===== src/rtl/fga_pkg.sv =====
package fga_pkg;
  localparam int unsigned FGA_REQ_DEF = 16;

  function automatic int unsigned fga_cnt_w(input int unsigned n);
    return $clog2(n + 1);
  endfunction
endpackage


===== src/rtl/fga_arrival_rank.sv =====
// Gives every newly arriving requester its slot offset behind the tail:
// the number of new requesters with a lower index.
module fga_arrival_rank import fga_pkg::*; #(
  parameter int unsigned N_REQ = FGA_REQ_DEF,
  localparam int unsigned CW = fga_cnt_w(N_REQ)
) (
  input  logic [N_REQ-1:0]         new_vec,
  output logic [N_REQ-1:0][CW-1:0] slot_ofs,
  output logic [CW-1:0]            new_cnt
);
  always_comb begin
    logic [CW-1:0] acc;
    acc = '0;
    for (int i = 0; i < N_REQ; i++) begin
      slot_ofs[i] = acc;
      acc = acc + CW'(new_vec[i]);
    end
    new_cnt = acc;
  end
endmodule


===== src/rtl/fga_pending.sv =====
// Tracks which requesters already hold a queue entry.
module fga_pending import fga_pkg::*; #(
  parameter int unsigned N_REQ = FGA_REQ_DEF
) (
  input  logic             clk,
  input  logic             rst_n,
  input  logic [N_REQ-1:0] req,
  input  logic [N_REQ-1:0] clr_vec,
  output logic [N_REQ-1:0] new_vec,
  output logic [N_REQ-1:0] pending
);
  assign new_vec = req & ~pending;

  always_ff @(posedge clk) begin
    if (!rst_n) pending <= '0;
    else        pending <= (pending | new_vec) & ~clr_vec;
  end


  grant_was_pending_chk: assert property (@(posedge clk) disable iff (!rst_n)
    (clr_vec & ~pending) == '0);
endmodule


===== src/rtl/fga_id_queue.sv =====
// Circular index queue with multi-entry push and single pop per cycle.
module fga_id_queue import fga_pkg::*; #(
  parameter int unsigned N_REQ   = FGA_REQ_DEF,
  parameter int unsigned Q_DEPTH = N_REQ,
  localparam int unsigned IDW  = (N_REQ > 1) ? $clog2(N_REQ) : 1,
  localparam int unsigned CW   = fga_cnt_w(N_REQ),
  localparam int unsigned PW   = (Q_DEPTH > 1) ? $clog2(Q_DEPTH) : 1,
  localparam int unsigned CNTW = fga_cnt_w(Q_DEPTH),
  localparam int unsigned SW   = ((CW > PW) ? CW : PW) + 1
) (
  input  logic                     clk,
  input  logic                     rst_n,
  input  logic [N_REQ-1:0]         push_vec,
  input  logic [N_REQ-1:0][CW-1:0] push_ofs,
  input  logic [CW-1:0]            push_cnt,
  input  logic                     pop,
  output logic [IDW-1:0]           head_id,
  output logic                     empty
);
  logic [IDW-1:0]  mem [Q_DEPTH];
  logic [PW-1:0]   wr_ptr, rd_ptr;
  logic [CNTW-1:0] count_q;
  logic [PW-1:0]   wr_idx [N_REQ];
  logic [PW-1:0]   wr_ptr_nx;

  always_comb begin
    for (int i = 0; i < N_REQ; i++) begin
      logic [SW-1:0] s;
      s = SW'(wr_ptr) + SW'(push_ofs[i]);
      if (s >= SW'(Q_DEPTH)) s = s - SW'(Q_DEPTH);
      wr_idx[i] = PW'(s);
    end
  end

  always_comb begin
    logic [SW-1:0] t;
    t = SW'(wr_ptr) + SW'(push_cnt);
    if (t >= SW'(Q_DEPTH)) t = t - SW'(Q_DEPTH);
    wr_ptr_nx = PW'(t);
  end

  assign head_id = mem[rd_ptr];
  assign empty   = (count_q == '0);

  always_ff @(posedge clk) begin
    if (!rst_n) begin
      wr_ptr  <= '0;
      rd_ptr  <= '0;
      count_q <= '0;
      for (int j = 0; j < Q_DEPTH; j++) mem[j] <= '0;
    end else begin
      for (int i = 0; i < N_REQ; i++)
        if (push_vec[i]) mem[wr_idx[i]] <= IDW'(i);
      wr_ptr  <= wr_ptr_nx;
      if (pop) rd_ptr <= (rd_ptr == PW'(Q_DEPTH - 1)) ? '0 : rd_ptr + 1'b1;
      count_q <= count_q + CNTW'(push_cnt) - CNTW'(pop);
    end
  end


  no_overflow_chk: assert property (@(posedge clk) disable iff (!rst_n)
    (int'(count_q) + int'(push_cnt) - int'(pop)) <= int'(Q_DEPTH));

  no_underflow_chk: assert property (@(posedge clk) disable iff (!rst_n)
    pop |-> !empty);
endmodule


===== src/rtl/fifo_grant_arbiter.sv =====
module fifo_grant_arbiter import fga_pkg::*; #(
  parameter int unsigned N_REQ   = FGA_REQ_DEF,
  parameter int unsigned Q_DEPTH = N_REQ
) (
  input  logic             clk,
  input  logic             rst_n,
  input  logic [N_REQ-1:0] req_i,
  input  logic             window_i,
  output logic [N_REQ-1:0] grant_o,
  output logic             q_empty_o
);
  localparam int unsigned IDW = (N_REQ > 1) ? $clog2(N_REQ) : 1;
  localparam int unsigned CW  = fga_cnt_w(N_REQ);

  logic [N_REQ-1:0]         new_vec, pending, grant_nx;
  logic [N_REQ-1:0][CW-1:0] slot_ofs;
  logic [CW-1:0]            new_cnt;
  logic [IDW-1:0]           head_id;
  logic                     q_empty, pop;

  fga_pending #(.N_REQ(N_REQ)) u_pending (
    .clk(clk), .rst_n(rst_n), .req(req_i), .clr_vec(grant_nx),
    .new_vec(new_vec), .pending(pending)
  );

  fga_arrival_rank #(.N_REQ(N_REQ)) u_rank (
    .new_vec(new_vec), .slot_ofs(slot_ofs), .new_cnt(new_cnt)
  );

  fga_id_queue #(.N_REQ(N_REQ), .Q_DEPTH(Q_DEPTH)) u_queue (
    .clk(clk), .rst_n(rst_n), .push_vec(new_vec), .push_ofs(slot_ofs),
    .push_cnt(new_cnt), .pop(pop), .head_id(head_id), .empty(q_empty)
  );

  assign pop = window_i & ~q_empty;

  always_comb begin
    for (int i = 0; i < N_REQ; i++)
      grant_nx[i] = pop && (head_id == IDW'(i));
  end

  always_ff @(posedge clk) begin
    if (!rst_n) grant_o <= '0;
    else        grant_o <= grant_nx;
  end

  assign q_empty_o = q_empty;


  grant_onehot_chk: assert property (@(posedge clk) disable iff (!rst_n)
    $onehot0(grant_o));

  no_window_no_grant_chk: assert property (@(posedge clk) disable iff (!rst_n)
    !window_i |=> (grant_o == '0));

  empty_no_grant_chk: assert property (@(posedge clk) disable iff (!rst_n)
    q_empty_o |=> (grant_o == '0));

  window_used_chk: assert property (@(posedge clk) disable iff (!rst_n)
    (window_i && !q_empty_o) |=> (grant_o != '0));

  grant_from_pending_chk: assert property (@(posedge clk) disable iff (!rst_n)
    (grant_nx & ~pending) == '0);
endmodule


===== config.mk =====
export PLATFORM = sky130hd
export DESIGN_NAME = fifo_grant_arbiter
export DESIGN_NICKNAME = d
export VERILOG_FILES = /design/src/rtl/fga_pkg.sv /design/src/rtl/fga_arrival_rank.sv /design/src/rtl/fga_pending.sv /design/src/rtl/fga_id_queue.sv /design/src/rtl/fifo_grant_arbiter.sv
export SDC_FILE = /design/constraint.sdc
export NUM_CORES = 1
export LEC_CHECK = 0
export BUFFER_PORTS_ARGS = -buffer_cell sky130_fd_sc_hd__buf_2
export CORE_MARGIN = 2
export CORE_UTILIZATION = 70
export CTS_CLUSTER_DIAMETER = 40
export DETAILED_ROUTE_END_ITERATION = 10
export GPL_TIMING_DRIVEN = 0
export PLACE_DENSITY_LB_ADDON = 0.2
export SLEW_MARGIN = 30
export SYNTH_ARGS = -nofsm -noshare
export SYNTH_HDL_FRONTEND = slang
export SYNTH_SLANG_ARGS = --single-unit

===== constraint.sdc =====
create_clock -name clk -period 17 [get_ports clk]
set_input_delay 2.55 -clock clk [delete_from_list [all_inputs] [get_ports clk]]
set_output_delay 2.55 -clock clk [all_outputs]
set_load 0.005 [all_outputs]

==> results of run 1 <==
[logic make-up (layout without fill, tap and decap cells)]
group / after synthesis / count (layout) / synth area share, %
AND/OR/NAND/NOR: 698 / 698 / 27.48
AO/OA/AOI/OAI: 449 / 449 / 22.55
XOR/XNOR: 118 / 118 / 11.21
flip-flops: 113 / 113 / 18.50
buffers and inverters: 110 / 175 / 4.082
adder cells (fa/ha/maj): 98 / 98 / 11.01
multiplexers: 38 / 38 / 5.176
[worst max-delay path: cells and delay by family]
kind	cells	cell delay [ns]
adders and majority gates	14	4.86
xor gates and xnor gates	13	4.10
buffers and inverters	4	0.61
muxes	1	0.35
and+or+nand+nor	3	0.33
AOI/OAI and AO/OA	1	0.15
[per-stage QoR]
step           worst slack, ns  utilization [%]  hold WS, ns  cells
2_1_floorplan            6.200                -       0.4261   1624
3_3_place_gp             4.669            73.86       0.4379   1884
3_5_place_dp             4.488            73.88       0.4484   1884
4_1_cts                  4.669            77.56       0.4641   1914
5_1_grt                  3.959            77.63       0.4843   1914
6_report                 4.356            77.63       0.4683   1914
[routing by layer]
| metal | up-vias | part of all wire, % | GRT usage [%] |
|---|---|---|---|
| li1 | 6038 | - | - |
| met1 | 6374 | 34 | 62.82 |
| met2 | 1237 | 41 | 79.31 |
| met3 | 356 | 15 | 20.69 |
| met4 | 0 | 10 | 46.18 |
| met5 | - | 0 | 0 |
[cell usage after synthesis, types with 12 or more instances]
| master | n |
|---|---|
| clkbuf_1 | 28 |
| nor3_1 | 57 |
| inv_1 | 63 |
| xor2_1 | 34 |
| o31ai_1 | 12 |
| dfxtp_1 | 113 |
| a21oi_1 | 122 |
| ha_1 | 82 |
| nand2b_1 | 18 |
| nand3_1 | 73 |
| mux2i_1 | 16 |
| o21ai_0 | 123 |
| or3_1 | 25 |
| o211ai_1 | 14 |
| a211oi_1 | 18 |
| xnor2_1 | 59 |
| and3_1 | 31 |
| nor2_1 | 193 |
| mux4_2 | 20 |
| o22ai_1 | 50 |
| a21o_1 | 19 |
| a31oi_1 | 14 |
| nor2b_1 | 27 |
| nand2_1 | 180 |
| fa_1 | 16 |
| and2_1 | 21 |
[flip-flops by register name, summed over array words and instances (netlist names), named ones only]
register and count:
u_queue.count_q 5, u_queue.wr_ptr 4, grant_o 16, u_pending.pending 16, u_queue.mem 64, u_queue.rd_ptr 4
[area by class of cell]
class                           count  area [sq um]  area share, %
Clock inverter                     10         185.2          1.389
Buffer                             44         246.5          1.849
Clock buffer                       20         446.7          3.350
Multi-Input combinational cell   1401          9482          71.11
Inverter                           66         252.7          1.895
Tap cell                          225         281.5          2.111
Sequential cell                   113          2265          16.98
Timing Repair Buffer               35         175.2          1.314
[worst max path at each step]
stage,start,slack [ns],endpoint
2_1_floorplan,req_i[0],6.20,u_queue.count_q[4]
4_1_cts,req_i[0],4.67,u_queue.count_q[4]
3_5_place_dp,req_i[0],4.49,u_queue.count_q[4]
3_3_place_gp,req_i[0],4.67,u_queue.count_q[4]
6_report,req_i[0],4.36,u_queue.count_q[4]
5_1_grt,req_i[0],3.96,u_queue.count_q[4]
==> results_dict.tcl, run 1 <==
set metrics [dict create \
    fin_crit_ns 12.64 \
    fin_tns_setup_ns 0 \
    wl_per_cell_um 26.00 \
    h-tree-depth 4 \
    cts_tree "done" \
    rows 48 \
    final.fill_count 1299 \
    worstPathMaxFanout 8 \
    syn_area_per_cell_sq_um 7.531 \
    r2r_start "u_pending.pending[0]" \
    ys_seq_elements 113 \
    r2r_slack_ns 6.11 \
    cts_setup_buffers 0 \
    clock-root-buffer "clkbuf_16" \
    critPathMaxStageDelay_ns 0.53 \
    dr.first_iter.drc_count 2593 \
    hold_start "u_queue.mem[13][3]" \
    routed_wl_um 49770 \
    synth_edf_count 0 \
    syn_to_final_growth_pct 9.023 \
    antenna_cells_inserted 0 \
    clkSinkCount 113 \
    synth.distinct_cells 91 \
    dieArea_sq_um 18550 \
    path_clk_slew_ns 0.05 \
    initial_core_util_pct 71.20 \
    r2r_cells 35 \
    netlist_instances 1624 \
    cts_resized 0 \
    finalHoldViolCount 0 \
    syn_area_sq_um 12230 \
    rsz0062_at_grt "false" \
    clk_path_buf_depth 2 \
    ys.warnings.count 0 \
    coreArea_sq_um 17180 \
    timing.rr.end "u_queue.count_q[4]" \
    slew_violations 0 \
    critPathLaunchType "primary input" \
    drtAntennaViolNets 0 \
    synth_top_area_share_pct 18.50 \
    port_buffers 35 \
    endpoint_kind "flop" \
    grt-ovfl-total 0 \
    drive_above_1_share_pct 8.703 \
    setup_viol 0 \
    nets 1795 \
    ys_top_cells_by_area "dfxtp_1 (18%), ha_1 (8.4%), nor2_1 (5.9%)" \
    max-slew-margin-rel_pct 30.86 \
    drt_pass1_iterations 11 \
    whs_endpoint "u_queue.mem[13][3]" \
    grt_pass1_wl_um 74970 \
    crit_type "in2reg" \
    crit_path_frequent_cell "ha_1" \
    final_cell_mix "nor2_1 (193), nand2_1 (180), o21ai_0 (123)" \
    antenna_found_initial 1 \
    postPlaceCellArea_sq_um 12690 \
    postCtsHoldBufs 0 \
    synth_ff_type "dfxtp_1" \
    slowest_stage "xnor2_1" \
    clk_latency_ns 0.45 \
    cts_made_buffers 17 \
    required_ns 17.32 \
    hold_class "reg2reg" \
    drv_cap 0 \
    first_global_vias 13180 \
    ys_async_sr_fraction_pct 0 \
    hold_depth 2 \
    final_common_cell "nor2_1" \
    fmax_ghz 0.07909 \
    syn-num-nets 1741 \
    synth_top_area_cell "dfxtp_1" \
    die_w_um 136.2 \
    num_vias 14010 \
    ios 36 \
    clock_skew_ns 0.01359 \
    groute.usage.overall_pct 54.49 \
    tightestPinTransition_ns 1.035 \
    period_share_pct 74.38 \
    grt_start_max_net_pins 21 \
    drc 2 \
    violations "design-rule violations" \
    gp_congestion 1.183 \
    status "finished with violations" \
    synth_seq_area_share_pct 18.50 \
    dp_hpwl_um 37740 \
    die_h_um 136.2 \
    critPathArrivalTime_ns 12.97 \
    vias_per_cell 7.317 \
    final_cell_area_sq_um 13330 \
]
Power of run 1 is left out: the tool's default activity adds up to more than one toggle a clock period on the data nets, which glitch-free logic cannot reach.
==> run 2, diff against run 1 <==
--- a/config.mk
+++ b/config.mk
@@ -7,7 +7,7 @@
 export LEC_CHECK = 0
 export BUFFER_PORTS_ARGS = -buffer_cell sky130_fd_sc_hd__buf_2
 export CORE_MARGIN = 2
-export CORE_UTILIZATION = 70
+export CORE_UTILIZATION = 59
 export CTS_CLUSTER_DIAMETER = 40
 export DETAILED_ROUTE_END_ITERATION = 10
 export GPL_TIMING_DRIVEN = 0
==> constraint.sdc (replaced) <==
create_clock -name clk -period 11.25 [get_ports clk]
set_input_delay 1.6875 -clock clk [delete_from_list [all_inputs] [get_ports clk]]
set_output_delay 1.6875 -clock clk [all_outputs]
set_load 0.005 [all_outputs]
==> results_dict.tcl, run 2 (synthesized netlist as in run 1, its figures left out) <==
set metrics [dict create \
    status "finished, final reports clean" \
    drt_pass1_iterations 11 \
    die_h_um 148.0 \
    clock-root-buffer "clkbuf_16" \
    tightestPinTransition_ns 1.071 \
    endpoint_kind "flop" \
    coreArea_sq_um 20300 \
    rows 52 \
    antenna_cells_inserted 0 \
    cts_made_buffers 17 \
    clk_path_buf_depth 2 \
    first_global_vias 12400 \
    slowest_stage "ha_1" \
    grt-ovfl-total 0 \
    slew_violations 0 \
    rsz0062_at_grt "false" \
    required_ns 11.58 \
    crit_path_frequent_cell "ha_1" \
    hold_class "reg2reg" \
    drtAntennaViolNets 0 \
    routed_wl_um 49560 \
    final_common_cell "nor2_1" \
    clock_skew_ns 0.007328 \
    wl_per_cell_um 25.28 \
    drive_above_1_share_pct 9.408 \
    clk_latency_ns 0.44 \
    postPlaceCellArea_sq_um 12750 \
    drv_cap 0 \
    port_buffers 35 \
    crit_type "in2reg" \
    critPathArrivalTime_ns 11.15 \
    antenna_found_initial 0 \
    dieArea_sq_um 21900 \
    worstPathMaxFanout 6 \
    fin_crit_ns 10.82 \
    final_cell_area_sq_um 13360 \
    top_regs "u_queue.mem: 64 flops, grant_o: 16 flops, u_pending.pending: 16 flops" \
    initial_core_util_pct 60.25 \
    grt_start_max_net_pins 21 \
    nets 1794 \
    vias_per_cell 6.860 \
    syn_to_final_growth_pct 9.228 \
    groute.usage.overall_pct 45.09 \
    clkSinkCount 113 \
    ios 36 \
    h-tree-depth 4 \
    max-slew-margin-rel_pct 28.48 \
    grt_pass1_wl_um 73880 \
    largest_reg_flops 64 \
    drc 0 \
    critPathMaxStageDelay_ns 0.41 \
    cts_tree "done" \
    path_clk_slew_ns 0.06 \
    critPathLaunchType "primary input" \
    die_w_um 148.0 \
    num_vias 13450 \
    setup_viol 0 \
    top_register "u_queue.mem" \
    dp_hpwl_um 39760 \
    dr.first_iter.drc_count 1784 \
    period_share_pct 96.19 \
    cts_setup_buffers 0 \
    final_cell_mix "nor2_1 (193), nand2_1 (180), o21ai_0 (123)" \
    finalHoldViolCount 0 \
    gp_congestion 1.081 \
    fmax_ghz 0.09241 \
    postCtsHoldBufs 0 \
]
-- run 2: cell types whose count changed in the layout (fill, tap and decap cells not counted), sizes merged --
cell | before | now
bufinv | 5 | 0
clkinv | 5 | 10
clkbuf | 52 | 49
inv | 65 | 68
clkinvlp | 1 | 2
-- run 2: final cells by class --
class / count / area [sq um]
plain buffers: 43 / 242.7
clock buffers: 18 / 439.2
clock inverters: 14 / 108.9
fillers: 1833 / 6940
inverters: 66 / 252.7
multi-input cells: 1401 / 9538
flip-flops and latches: 113 / 2265
well taps: 270 / 337.8
repair buffers: 35 / 175.2
-- run 2: worst max-delay path, delay by kind of cell --
family / cells / cell delay [ns]
buffers and inverters: 2 / 0.18
and+or+nand+nor: 5 / 0.97
xor gates and xnor gates: 11 / 2.58
AOI/OAI and AO/OA: 1 / 0.12
adders and majority gates: 15 / 5.25
muxes: 1 / 0.34
-- run 2: path summary, 6_finish.rpt --
check | from | end | slack (ns) | depth (start not counted)
worst max-delay path | req_i[1] | u_queue.count_q[4] | 0.43 | 35
worst min-delay path | u_queue.mem[13][3] | u_queue.mem[13][3] | 0.47 | 2
worst max register to register | u_pending.pending[0] | u_queue.count_q[4] | 1.33 | 34
worst min register to register | u_queue.mem[13][3] | u_queue.mem[13][3] | 0.47 | 2
-- run 2: per-layer routing --
layer	GRT usage [%]	up-vias	routed length, um
li1	-	6024	-
met1	58.63	6366	19000
met2	68.24	858	21220
met3	8.333	198	5475
met4	30.24	0	3861
met5	0	-	0
-- run 2: what timing repair did --
| item | CTS | global route |
|---|---|---|
| hold endpoints to repair | 0 | 0 |
| resized for setup | 1 | 6 |
| cloned | 0 | 0 |
| setup endpoints to repair | 1 | 1 |
| pin swaps | 0 | 1 |
-- run 2: per-stage QoR --
step           hold slack [ns]  cells  setup slack (ns)  util (%)  setup TNS (ns)
2_1_floorplan           0.4261   1624             1.313         -               0
3_3_place_gp            0.4458   1929           -0.3694     62.78         -0.3694
3_5_place_dp            0.4559   1929           -0.4833     62.83         -0.4833
4_1_cts                 0.4680   1961           0.05734     65.56               0
5_1_grt                 0.5028   1960           0.01070     65.81               0
6_report                0.4748   1960            0.4282     65.81               0
Power of run 2 is left out for the same reason.
==> run 3, diff against run 2 <==
--- a/config.mk
+++ b/config.mk
@@ -15,4 +15,5 @@
 export SLEW_MARGIN = 30
 export SYNTH_ARGS = -nofsm -noshare
 export SYNTH_HDL_FRONTEND = slang
+export SYNTH_HIERARCHICAL = 1
 export SYNTH_SLANG_ARGS = --single-unit
==> results_dict.tcl, run 3 <==
set metrics [dict create \
    critPathMaxStageDelay_ns 0.75 \
    grt_pass1_wl_um 83580 \
    first_global_vias 13860 \
    crit_type "in2reg" \
    critPathLaunchType "primary input" \
    dr_wl_met2_um 24440 \
    port_buffers 35 \
    timing.rr.end "u_queue/mem[11][2]" \
    cts_setup_buffers 0 \
    gp_congestion 1.111 \
    cp_top_family "adder cells" \
    drc 0 \
    clock_skew_ns 0.01118 \
    clock-root-buffer "clkbuf_16" \
    layout_setup_ws_ns 1.165 \
    syn_area_sq_um 13360 \
    cts_tree "done" \
    initial_core_util_pct 59.54 \
    rsz0062_at_grt "false" \
    cts_made_buffers 17 \
    die_h_um 154.5 \
    crit_path_frequent_cell "ha_1" \
    tightestPinTransition_ns 1.120 \
    top_register "u_queue/mem" \
    syn_area_per_cell_sq_um 8.027 \
    cp_num_buf_inv 2 \
    dr.first_iter.drc_count 1916 \
    routed_wl_um 56290 \
    slew_violations 0 \
    hold_start "u_queue/mem[5][3]" \
    vias_per_cell 7.187 \
    num_vias 14560 \
    dp_hpwl_um 45440 \
    drtAntennaViolNets 0 \
    fin_tns_setup_ns 0 \
    met3WireLength_um 6219 \
    cts_resized 0 \
    die_w_um 154.5 \
    period_share_pct 89.65 \
    path_clk_slew_ns 0.06 \
    grt-ovfl-total 0 \
    drive_above_1_share_pct 12.65 \
    highest_layer "met5" \
    grt_start_max_net_pins 35 \
    drv_cap 0 \
    whs_endpoint "u_queue/mem[5][3]" \
    slowest_stage "nor2b_1" \
    hold_depth 2 \
    coreArea_sq_um 22430 \
    final_cell_mix "nor2_1 (180), nand2_1 (125), dfxtp_1 (110)" \
    fmax_ghz 0.09915 \
    worstPathMaxFanout 9 \
    endpoint_kind "flop" \
    setup_viol 0 \
    status "finished, final reports clean" \
    required_ns 11.59 \
    max-slew-margin-rel_pct 24.77 \
    finalHoldViolCount 0 \
    critPathArrivalTime_ns 10.43 \
    netlist_instances 1664 \
    groute.usage.overall_pct 46.99 \
    r2r_slack_ns 2.22 \
    hold_class "reg2reg" \
    final_common_cell "nor2_1" \
    syn_to_final_growth_pct 9.003 \
    rows 55 \
    r2r_cells 24 \
    h-tree-depth 4 \
    clk_path_buf_depth 2 \
    r2r_start "u_pending/pending[1]" \
    postCtsHoldBufs 0 \
    antenna_found_initial 2 \
    top_regs "u_queue/mem: 64 flops, grant_o: 16 flops, u_pending/pending: 16 flops" \
    ios 36 \
    drt_pass1_iterations 9 \
    largest_reg_flops 64 \
    clk_latency_ns 0.43 \
    clkSinkCount 113 \
    wl_per_cell_um 27.78 \
    drt-met1-wl_um 20510 \
    fin_crit_ns 10.09 \
    ys.warnings.count 6 \
    dieArea_sq_um 23860 \
    nets 1854 \
    dp_slack_ns 1.017 \
    crit_start "req_i[1]" \
]
run 3: worst max path at each step:
stage	depth (start not counted)	endpoint	slack [ns]
6_report	25	u_queue/mem[11][2]	1.16
5_1_grt	25	u_queue/mem[8][2]	0.92
4_1_cts	25	u_queue/mem[8][2]	1.41
3_5_place_dp	25	u_queue/mem[8][2]	1.02
3_3_place_gp	25	u_queue/mem[11][2]	1.25
2_1_floorplan	27	u_queue/count_q[4]	2.81
run 3: area by class of cell:
cell class / count / area (sq um)
Multi-Input combinational cell: 1445 / 10590
Fill cell: 1959 / 7875
Sequential cell: 113 / 2268
Clock buffer: 23 / 499.2
Buffer: 66 / 377.9
Tap cell: 285 / 356.6
Inverter: 49 / 183.9
Timing Repair Buffer: 35 / 175.2
Clock inverter: 8 / 101.3
Antenna cell: 2 / 5.005
run 3: metal layers:
metal  GRT usage [%]  vias up
met2           74.06     1011
li1                -     6401
met1           55.90     6883
met3           11.21      264
met5               0        -
met4           34.70        2
run 3: metrics by stage:
stage / hold WS [ns] / utilization, % / std cells / cell area, sq um
floorplan: 0.4204 / - / 1673 / 13390
global placement: 0.4390 / 62.06 / 1993 / 13920
detailed placement: 0.4425 / 62.16 / 1993 / 13940
CTS: 0.4548 / 64.84 / 2024 / 14550
global route: 0.4930 / 64.87 / 2024 / 14550
finish: 0.4538 / 64.90 / 2026 / 14560
run 3: worst min-delay path: cells and delay by family (launching register included):
kind	cells	cell delay, ns
simple gates	2	0.10
flops	1	0.32
Power of run 3 is left out for the same reason.
